$ cat config.mk
export PLATFORM = sky130hd
export DESIGN_NAME = prot_mode_lock
export DESIGN_NICKNAME = d
export VERILOG_FILES = /design/src/rtl/plk_pkg.sv /design/src/rtl/plk_seq.sv /design/src/rtl/plk_lockreg.sv /design/src/rtl/plk_pwd.sv /design/src/rtl/plk_sect.sv /design/src/rtl/prot_mode_lock.sv
export SDC_FILE = /design/constraint.sdc
export NUM_CORES = 1
export LEC_CHECK = 0
export ABC_AREA = 1
export ABC_CLOCK_PERIOD_IN_PS = 2000
export BUFFER_PORTS_ARGS = -buffer_cell sky130_fd_sc_hd__buf_2
export CAP_MARGIN = 20
export CORE_ASPECT_RATIO = 0.8
export CORE_MARGIN = 1
export CORE_UTILIZATION = 53
export DETAILED_ROUTE_END_ITERATION = 10
export PLACE_DENSITY = 0.76
export SYNTH_ARGS = -nofsm -noshare
export SYNTH_HDL_FRONTEND = slang
export SYNTH_SLANG_ARGS = --single-unit
$ cat constraint.sdc
create_clock -name clk -period 2 [get_ports clk]
set_input_delay 0.2 -clock clk [delete_from_list [all_inputs] [get_ports clk]]
set_output_delay 0.2 -clock clk [all_outputs]
set_load 0.1 [all_outputs]
$ cat src/rtl/plk_pkg.sv
// Shared types for the protection-mode lock unit.
// Assumes the command decoder presents these operation codes.
package plk_pkg;
    typedef enum logic [2:0] {
        OP_NOP   = 3'd0,
        OP_ENTRY = 3'd1,
        OP_SETUP = 3'd2,
        OP_PROG  = 3'd3,
        OP_READ  = 3'd4,
        OP_EXIT  = 3'd5
    } plk_op_e;

    typedef enum logic [1:0] {
        RG_ARRAY = 2'd0,
        RG_LOCK  = 2'd1,
        RG_PWD   = 2'd2,
        RG_SECT  = 2'd3
    } plk_rgn_e;

    localparam int LOCK_W  = 4;
    localparam int LB_PERS = 1;
    localparam int LB_PWD  = 2;
    localparam int LB_OTP  = 3;
endpackage

$ cat src/rtl/plk_seq.sv
// Region sequencer: tracks which protection region is open and whether
// a SETUP cycle has armed the next PROG. Assumes one command per cycle.
module plk_seq
    import plk_pkg::*;
(
    input  logic     clk,
    input  logic     rst_n,
    input  logic     cmd_valid,
    input  plk_op_e  op,
    input  logic [1:0] entry_sel,
    output plk_rgn_e region,
    output logic     prog_stb,
    output logic     read_stb
);
    logic armed;

    // Region and arming state update
    always_ff @(posedge clk) begin
        if (!rst_n) begin
            region <= RG_ARRAY;
            armed  <= 1'b0;
        end else if (cmd_valid) begin
            armed <= 1'b0;
            case (op)
                OP_ENTRY: if (region == RG_ARRAY && entry_sel != 2'd3)
                              region <= plk_rgn_e'(entry_sel + 2'd1);
                OP_SETUP: armed  <= (region != RG_ARRAY);
                OP_EXIT:  region <= RG_ARRAY;
                default:  ;
            endcase
        end
    end

    // Strobes for the storage blocks
    always_comb begin
        prog_stb = cmd_valid && op == OP_PROG && armed && region != RG_ARRAY;
        read_stb = cmd_valid && op == OP_READ && region != RG_ARRAY;
    end
endmodule

$ cat src/rtl/plk_lockreg.sv
// One-time lock register. Bits move only 1->0, mode bits stay exclusive,
// and a cleared OTP bit freezes the register. Reset models erased cells.
module plk_lockreg
    import plk_pkg::*;
(
    input  logic              clk,
    input  logic              rst_n,
    input  logic              prog,
    input  logic [LOCK_W-1:0] wr_bits,
    output logic [LOCK_W-1:0] lock_q
);
    logic [LOCK_W-1:0] next_bits;
    logic              both_modes;
    logic              frozen;

    // Candidate value and abort/freeze conditions
    always_comb begin
        next_bits  = lock_q & wr_bits;
        both_modes = !next_bits[LB_PERS] && !next_bits[LB_PWD];
        frozen     = !lock_q[LB_OTP];
    end

    // Commit a permitted program
    always_ff @(posedge clk) begin
        if (!rst_n)
            lock_q <= '1;
        else if (prog && !both_modes && !frozen)
            lock_q <= next_bits;
    end
endmodule

$ cat src/rtl/plk_pwd.sv
// Password store of PARTS words. Each part is programmed 1->0 only,
// and readback is hidden once the password-mode bit is set.
module plk_pwd #(
    parameter int WORD_W = 16,
    parameter int PARTS  = 4,
    localparam int SEL_W = (PARTS > 1) ? $clog2(PARTS) : 1
) (
    input  logic              clk,
    input  logic              rst_n,
    input  logic              prog,
    input  logic              hidden,
    input  logic [SEL_W-1:0]  sel,
    input  logic [WORD_W-1:0] wdata,
    output logic [WORD_W-1:0] rd_word
);
    logic [WORD_W-1:0] part_q [PARTS];

    for (genvar p = 0; p < PARTS; p++) begin : g_part
        // Program one password part when addressed and not yet hidden
        always_ff @(posedge clk) begin
            if (!rst_n)
                part_q[p] <= '1;
            else if (prog && !hidden && sel == SEL_W'(p))
                part_q[p] <= part_q[p] & wdata;
        end
    end

    // Verify readback, masked once the password mode is locked
    always_comb rd_word = hidden ? '1 : part_q[sel];
endmodule

$ cat src/rtl/plk_sect.sv
// Per-sector lock flags (1 = unlocked). Addresses at or above NSECT
// are ignored for programming and read as unlocked.
module plk_sect #(
    parameter int NSECT  = 16,
    parameter int ADDR_W = 8,
    localparam int SAW   = (NSECT > 1) ? $clog2(NSECT) : 1
) (
    input  logic              clk,
    input  logic              rst_n,
    input  logic              prog,
    input  logic [ADDR_W-1:0] addr,
    output logic              locked
);
    logic [NSECT-1:0] unl_q;
    logic             in_range;

    always_comb in_range = {{32-ADDR_W{1'b0}}, addr} < NSECT;

    for (genvar s = 0; s < NSECT; s++) begin : g_sec
        // Lock the addressed sector
        always_ff @(posedge clk) begin
            if (!rst_n)
                unl_q[s] <= 1'b1;
            else if (prog && addr == ADDR_W'(s))
                unl_q[s] <= 1'b0;
        end
    end

    // Status of the addressed sector
    always_comb locked = in_range && !unl_q[addr[SAW-1:0]];
endmodule

$ cat src/rtl/prot_mode_lock.sv
// Top of the protection-mode lock unit: sequencer, lock register,
// password store and sector flags, plus a registered read mux.
// Assumes WORD_W >= 4 and commands already decoded upstream.
module prot_mode_lock
    import plk_pkg::*;
#(
    parameter int NSECT  = 16,
    parameter int ADDR_W = 8,
    parameter int WORD_W = 16,
    localparam int PARTS = 4
) (
    input  logic              clk,
    input  logic              rst_n,
    input  logic              cmd_valid,
    input  logic [2:0]        cmd_op,
    input  logic [ADDR_W-1:0] cmd_addr,
    input  logic [WORD_W-1:0] cmd_data,
    output logic [LOCK_W-1:0] lock_q,
    output logic              mode_pwd,
    output logic              array_en,
    output logic              rd_valid,
    output logic [WORD_W-1:0] rd_data
);
    plk_rgn_e          region;
    logic              prog_stb, read_stb;
    logic [WORD_W-1:0] pwd_word;
    logic              sec_locked;

    plk_seq u_seq (
        .clk(clk), .rst_n(rst_n), .cmd_valid(cmd_valid),
        .op(plk_op_e'(cmd_op)), .entry_sel(cmd_data[1:0]),
        .region(region), .prog_stb(prog_stb), .read_stb(read_stb)
    );

    plk_lockreg u_lock (
        .clk(clk), .rst_n(rst_n),
        .prog(prog_stb && region == RG_LOCK),
        .wr_bits(cmd_data[LOCK_W-1:0]), .lock_q(lock_q)
    );

    plk_pwd #(.WORD_W(WORD_W), .PARTS(PARTS)) u_pwd (
        .clk(clk), .rst_n(rst_n),
        .prog(prog_stb && region == RG_PWD),
        .hidden(!lock_q[LB_PWD]), .sel(cmd_addr[1:0]),
        .wdata(cmd_data), .rd_word(pwd_word)
    );

    plk_sect #(.NSECT(NSECT), .ADDR_W(ADDR_W)) u_sect (
        .clk(clk), .rst_n(rst_n),
        .prog(prog_stb && region == RG_SECT),
        .addr(cmd_addr), .locked(sec_locked)
    );

    // Mode and array gating outputs
    always_comb begin
        mode_pwd = !lock_q[LB_PWD];
        array_en = (region == RG_ARRAY);
    end

    // Registered status/verify readout
    always_ff @(posedge clk) begin
        if (!rst_n) begin
            rd_valid <= 1'b0;
            rd_data  <= '0;
        end else begin
            rd_valid <= read_stb;
            if (read_stb) begin
                case (region)
                    RG_LOCK: rd_data <= {{(WORD_W-LOCK_W){1'b1}}, lock_q};
                    RG_PWD:  rd_data <= pwd_word;
                    default: rd_data <= WORD_W'(sec_locked);
                endcase
            end
        end
    end
endmodule

==> reports/metrics.cfg <==
[sta]
period_needed_ps=1840
setup_viol_count_final=0
final-hold-violation-count=0
period_share_pct=92.1
fin_worst_skew_ps=11.3
worst_slack_ps=157
slew-limit-headroom_pct=67.4
worstMarginPinSlew_ps=493
fmaxAchievable_mhz=543
drv_slew=0
rsz0062_at_grt=no

[setup_path]
reg2reg_from=u_seq.region[0]
path_cells=inv_1, ha_2, nor2_1, nand2_2, nor2_8, nand2_2, nor2_4, buf_12, nand2_1
crit_fanout=10
r2r_setup_slack_ps=160
critPathCapture=u_pwd.part_q[3][12]
cp_data_arrival_time_ps=1950
crit_top_cell=nand2_2
crit_required_ps=2100
r2r-end=u_pwd.part_q[3][12]
critPathMaxStageDelay_ps=370
cp-end-kind=flop
cp-startpoint=u_seq.region[0]
critPathSlowestCell=dfxtp_1
path_buf_inv=2
critPathKind=flop to flop
critPathTopFamily=simple AND/OR/NAND/NOR gates
cp-start-kind=flop
r2r_cells=9
cp.depth=9

[detailed_routing]
drt-total-wl_um=12300
postRouteAntennaNets=0
drt-pass1-iter-count=8
avgViaCountPerCell=5.45
drcViolationCount=8
drtIter0Drc=569
wire_per_inst_um=15.4
num_vias=4360

[synth]
synth_compound_area_share_pct=10.8
avgSynthCellArea_um2=8.19
yosysTopAreaCell=edfxtp_1
synth_cell_type_count=27
synth_fp_nets=654
yosys.area_share.simple_pct=26.5
yosysSeqAreaShare_pct=53.7
synth_area_leaders=edfxtp_1, nand2_1, dfxtp_1, o21ai_0, inv_1
syn_area_um2=5070
synth-edff-count=64
async_flop_share_pct=0
synth_seq_cells=104
synthCells=619
yosysWarningCount=0
yosys.area_share.adder_pct=1.23
synth_xor_area_share_pct=0
synth_top_area_share_pct=37.9
synth_top_family_by_area=simple AND/OR/NAND/NOR gates
synth_mux_area_share_pct=0
synth_flop_cell=edfxtp_1

[clock_network]
cts_root_buf=clkbuf_16
clock_latency_ps=350
clk_pin_slew_ps=70
htree_levels=3
numCtsBuffers=9
ctsResizeCount=0
cts.sinks=104
cts_tree=built
cts_max_path_buffers=2

[outcome]
violations=design-rule violations
status=finished, violations left

[power]
irDropWorstVdd_uv=530
cellLeakagePower_uw=0.00271
power.density_nw_per_um2=768

[floorplanning]
start_util_pct=55.4
die-height_um=89.5
ioPinCount=53
die_width_um=111
rows=31
coreArea_um2=9150
die-area_um2=9970

[layout]
regArea_um2=2720
syn2layout_area_growth_pct=16.5
fill_cells=756
layout_commonest_cell=nand2_1
layout_common_cells=nand2_1, inv_1, edfxtp_1
fin_cells=800
fin_nets=715
diodes=0
drive_gt1_share_pct=18.0
multi_input_area_um2=1960

[grt]
track_usage_pct=26.6
grt_pass1_wl_um=20300
antenna_found_initial=0
overflow=0
grt_pass1_vias=4135
grt_max_degree=27

[run]
cap_violations=0

[place]
port_buffers=52
placed_cells_incl_taps=783
pre_cts_ws_ps=77.3
gp_congestion=0.891
dp_hpwl_um=8470

[worst_hold_path]
hold_depth=3
hp-class=input port to flop

-- state kept, by name, summed over array words and instances (netlist names) --
name and cells:
u_lock.lock_q 4, u_seq.armed 1, u_pwd.part_q 64, rd_valid 1
rd_data 16, u_seq.region 2, u_sect.unl_q 16
-- worst min path at each step --
stage	startpoint	to	slack [ps]
finish	cmd_data[2]	u_lock.lock_q[2]	130
global placement	u_sect.unl_q[9]	u_sect.unl_q[9]	440
CTS	cmd_data[2]	u_lock.lock_q[2]	120
floorplan	cmd_data[0]	u_lock.lock_q[0]	340
detailed placement	u_sect.unl_q[13]	u_sect.unl_q[13]	450
global route	cmd_data[7]	u_pwd.part_q[3][7]	150
-- layout make-up --
type	count	share of cell area, %
clock inverter	6	1.52
tap	115	2.43
sequential	104	46.1
inverter	68	4.32
multi-input combinational	423	33.1
clock buffer	10	3.87
timing repair buffer	74	8.68
-- routing by layer --
layer / GRT usage [%] / wire length [um] / vias to the layer above
li1: - / - / 2113
met1: 34.8 / 5270 / 2028
met2: 44.6 / 5750 / 192
met3: 6.31 / 987 / 27
met4: 8.23 / 308 / 0
met5: 0 / 0 / -
-- kinds of logic after synthesis --
| kind of cell | count (synthesis) |
|---|---|
| flip-flops | 104 |
| buffers and inverters | 92 |
| AND/OR/NAND/NOR | 321 |
| AO/OA/AOI/OAI | 97 |
| adder cells (fa/ha/maj) | 5 |
-- tightest hold or removal path, delay by kind of cell --
family                 cells  cell delay (ps)
buffers and inverters      1              110
and+or+nand+nor            2              140
-- Yosys cell counts (3+ instances only) --
library cell,number
nand3_1,19
nand4_1,7
nor2_4,4
o21ai_0,60
buf_6,4
clkbuf_1,10
inv_2,3
buf_2,5
nand2_1,248
buf_4,4
nor2_1,30
o21ai_2,16
dfxtp_1,40
nand2_2,4
a21oi_1,20
inv_1,65
edfxtp_1,64
ha_1,5
-- power breakdown --
part	switching, uW	internal, uW
Clock	787	1100
Sequential	2.16	2270
Combinational	260	117
-- metrics by stage --
| step | util, % | hold slack, ps | instance area (um^2) | TNS [ps] | total power, uW |
|---|---|---|---|---|---|
| global placement | 60.9 | 443 | 5570 | 0 | 2680 |
| detailed placement | 60.9 | 451 | 5570 | 0 | 2680 |
| finish | 64.6 | 133 | 5910 | 0 | 4540 |
| floorplan | - | 336 | 5080 | -3840 | 2550 |
| CTS | 64.4 | 125 | 5890 | 0 | 4550 |
| global route | 64.6 | 148 | 5910 | 0 | 4680 |
-- repair_timing --
action | 4_1_cts | 5_1_grt
setup buffers | 0 | 1
hold buffers | 0 | 0
setup endpoints to repair | 0 | 9
Note: power is estimated with default switching activity, not from simulation.
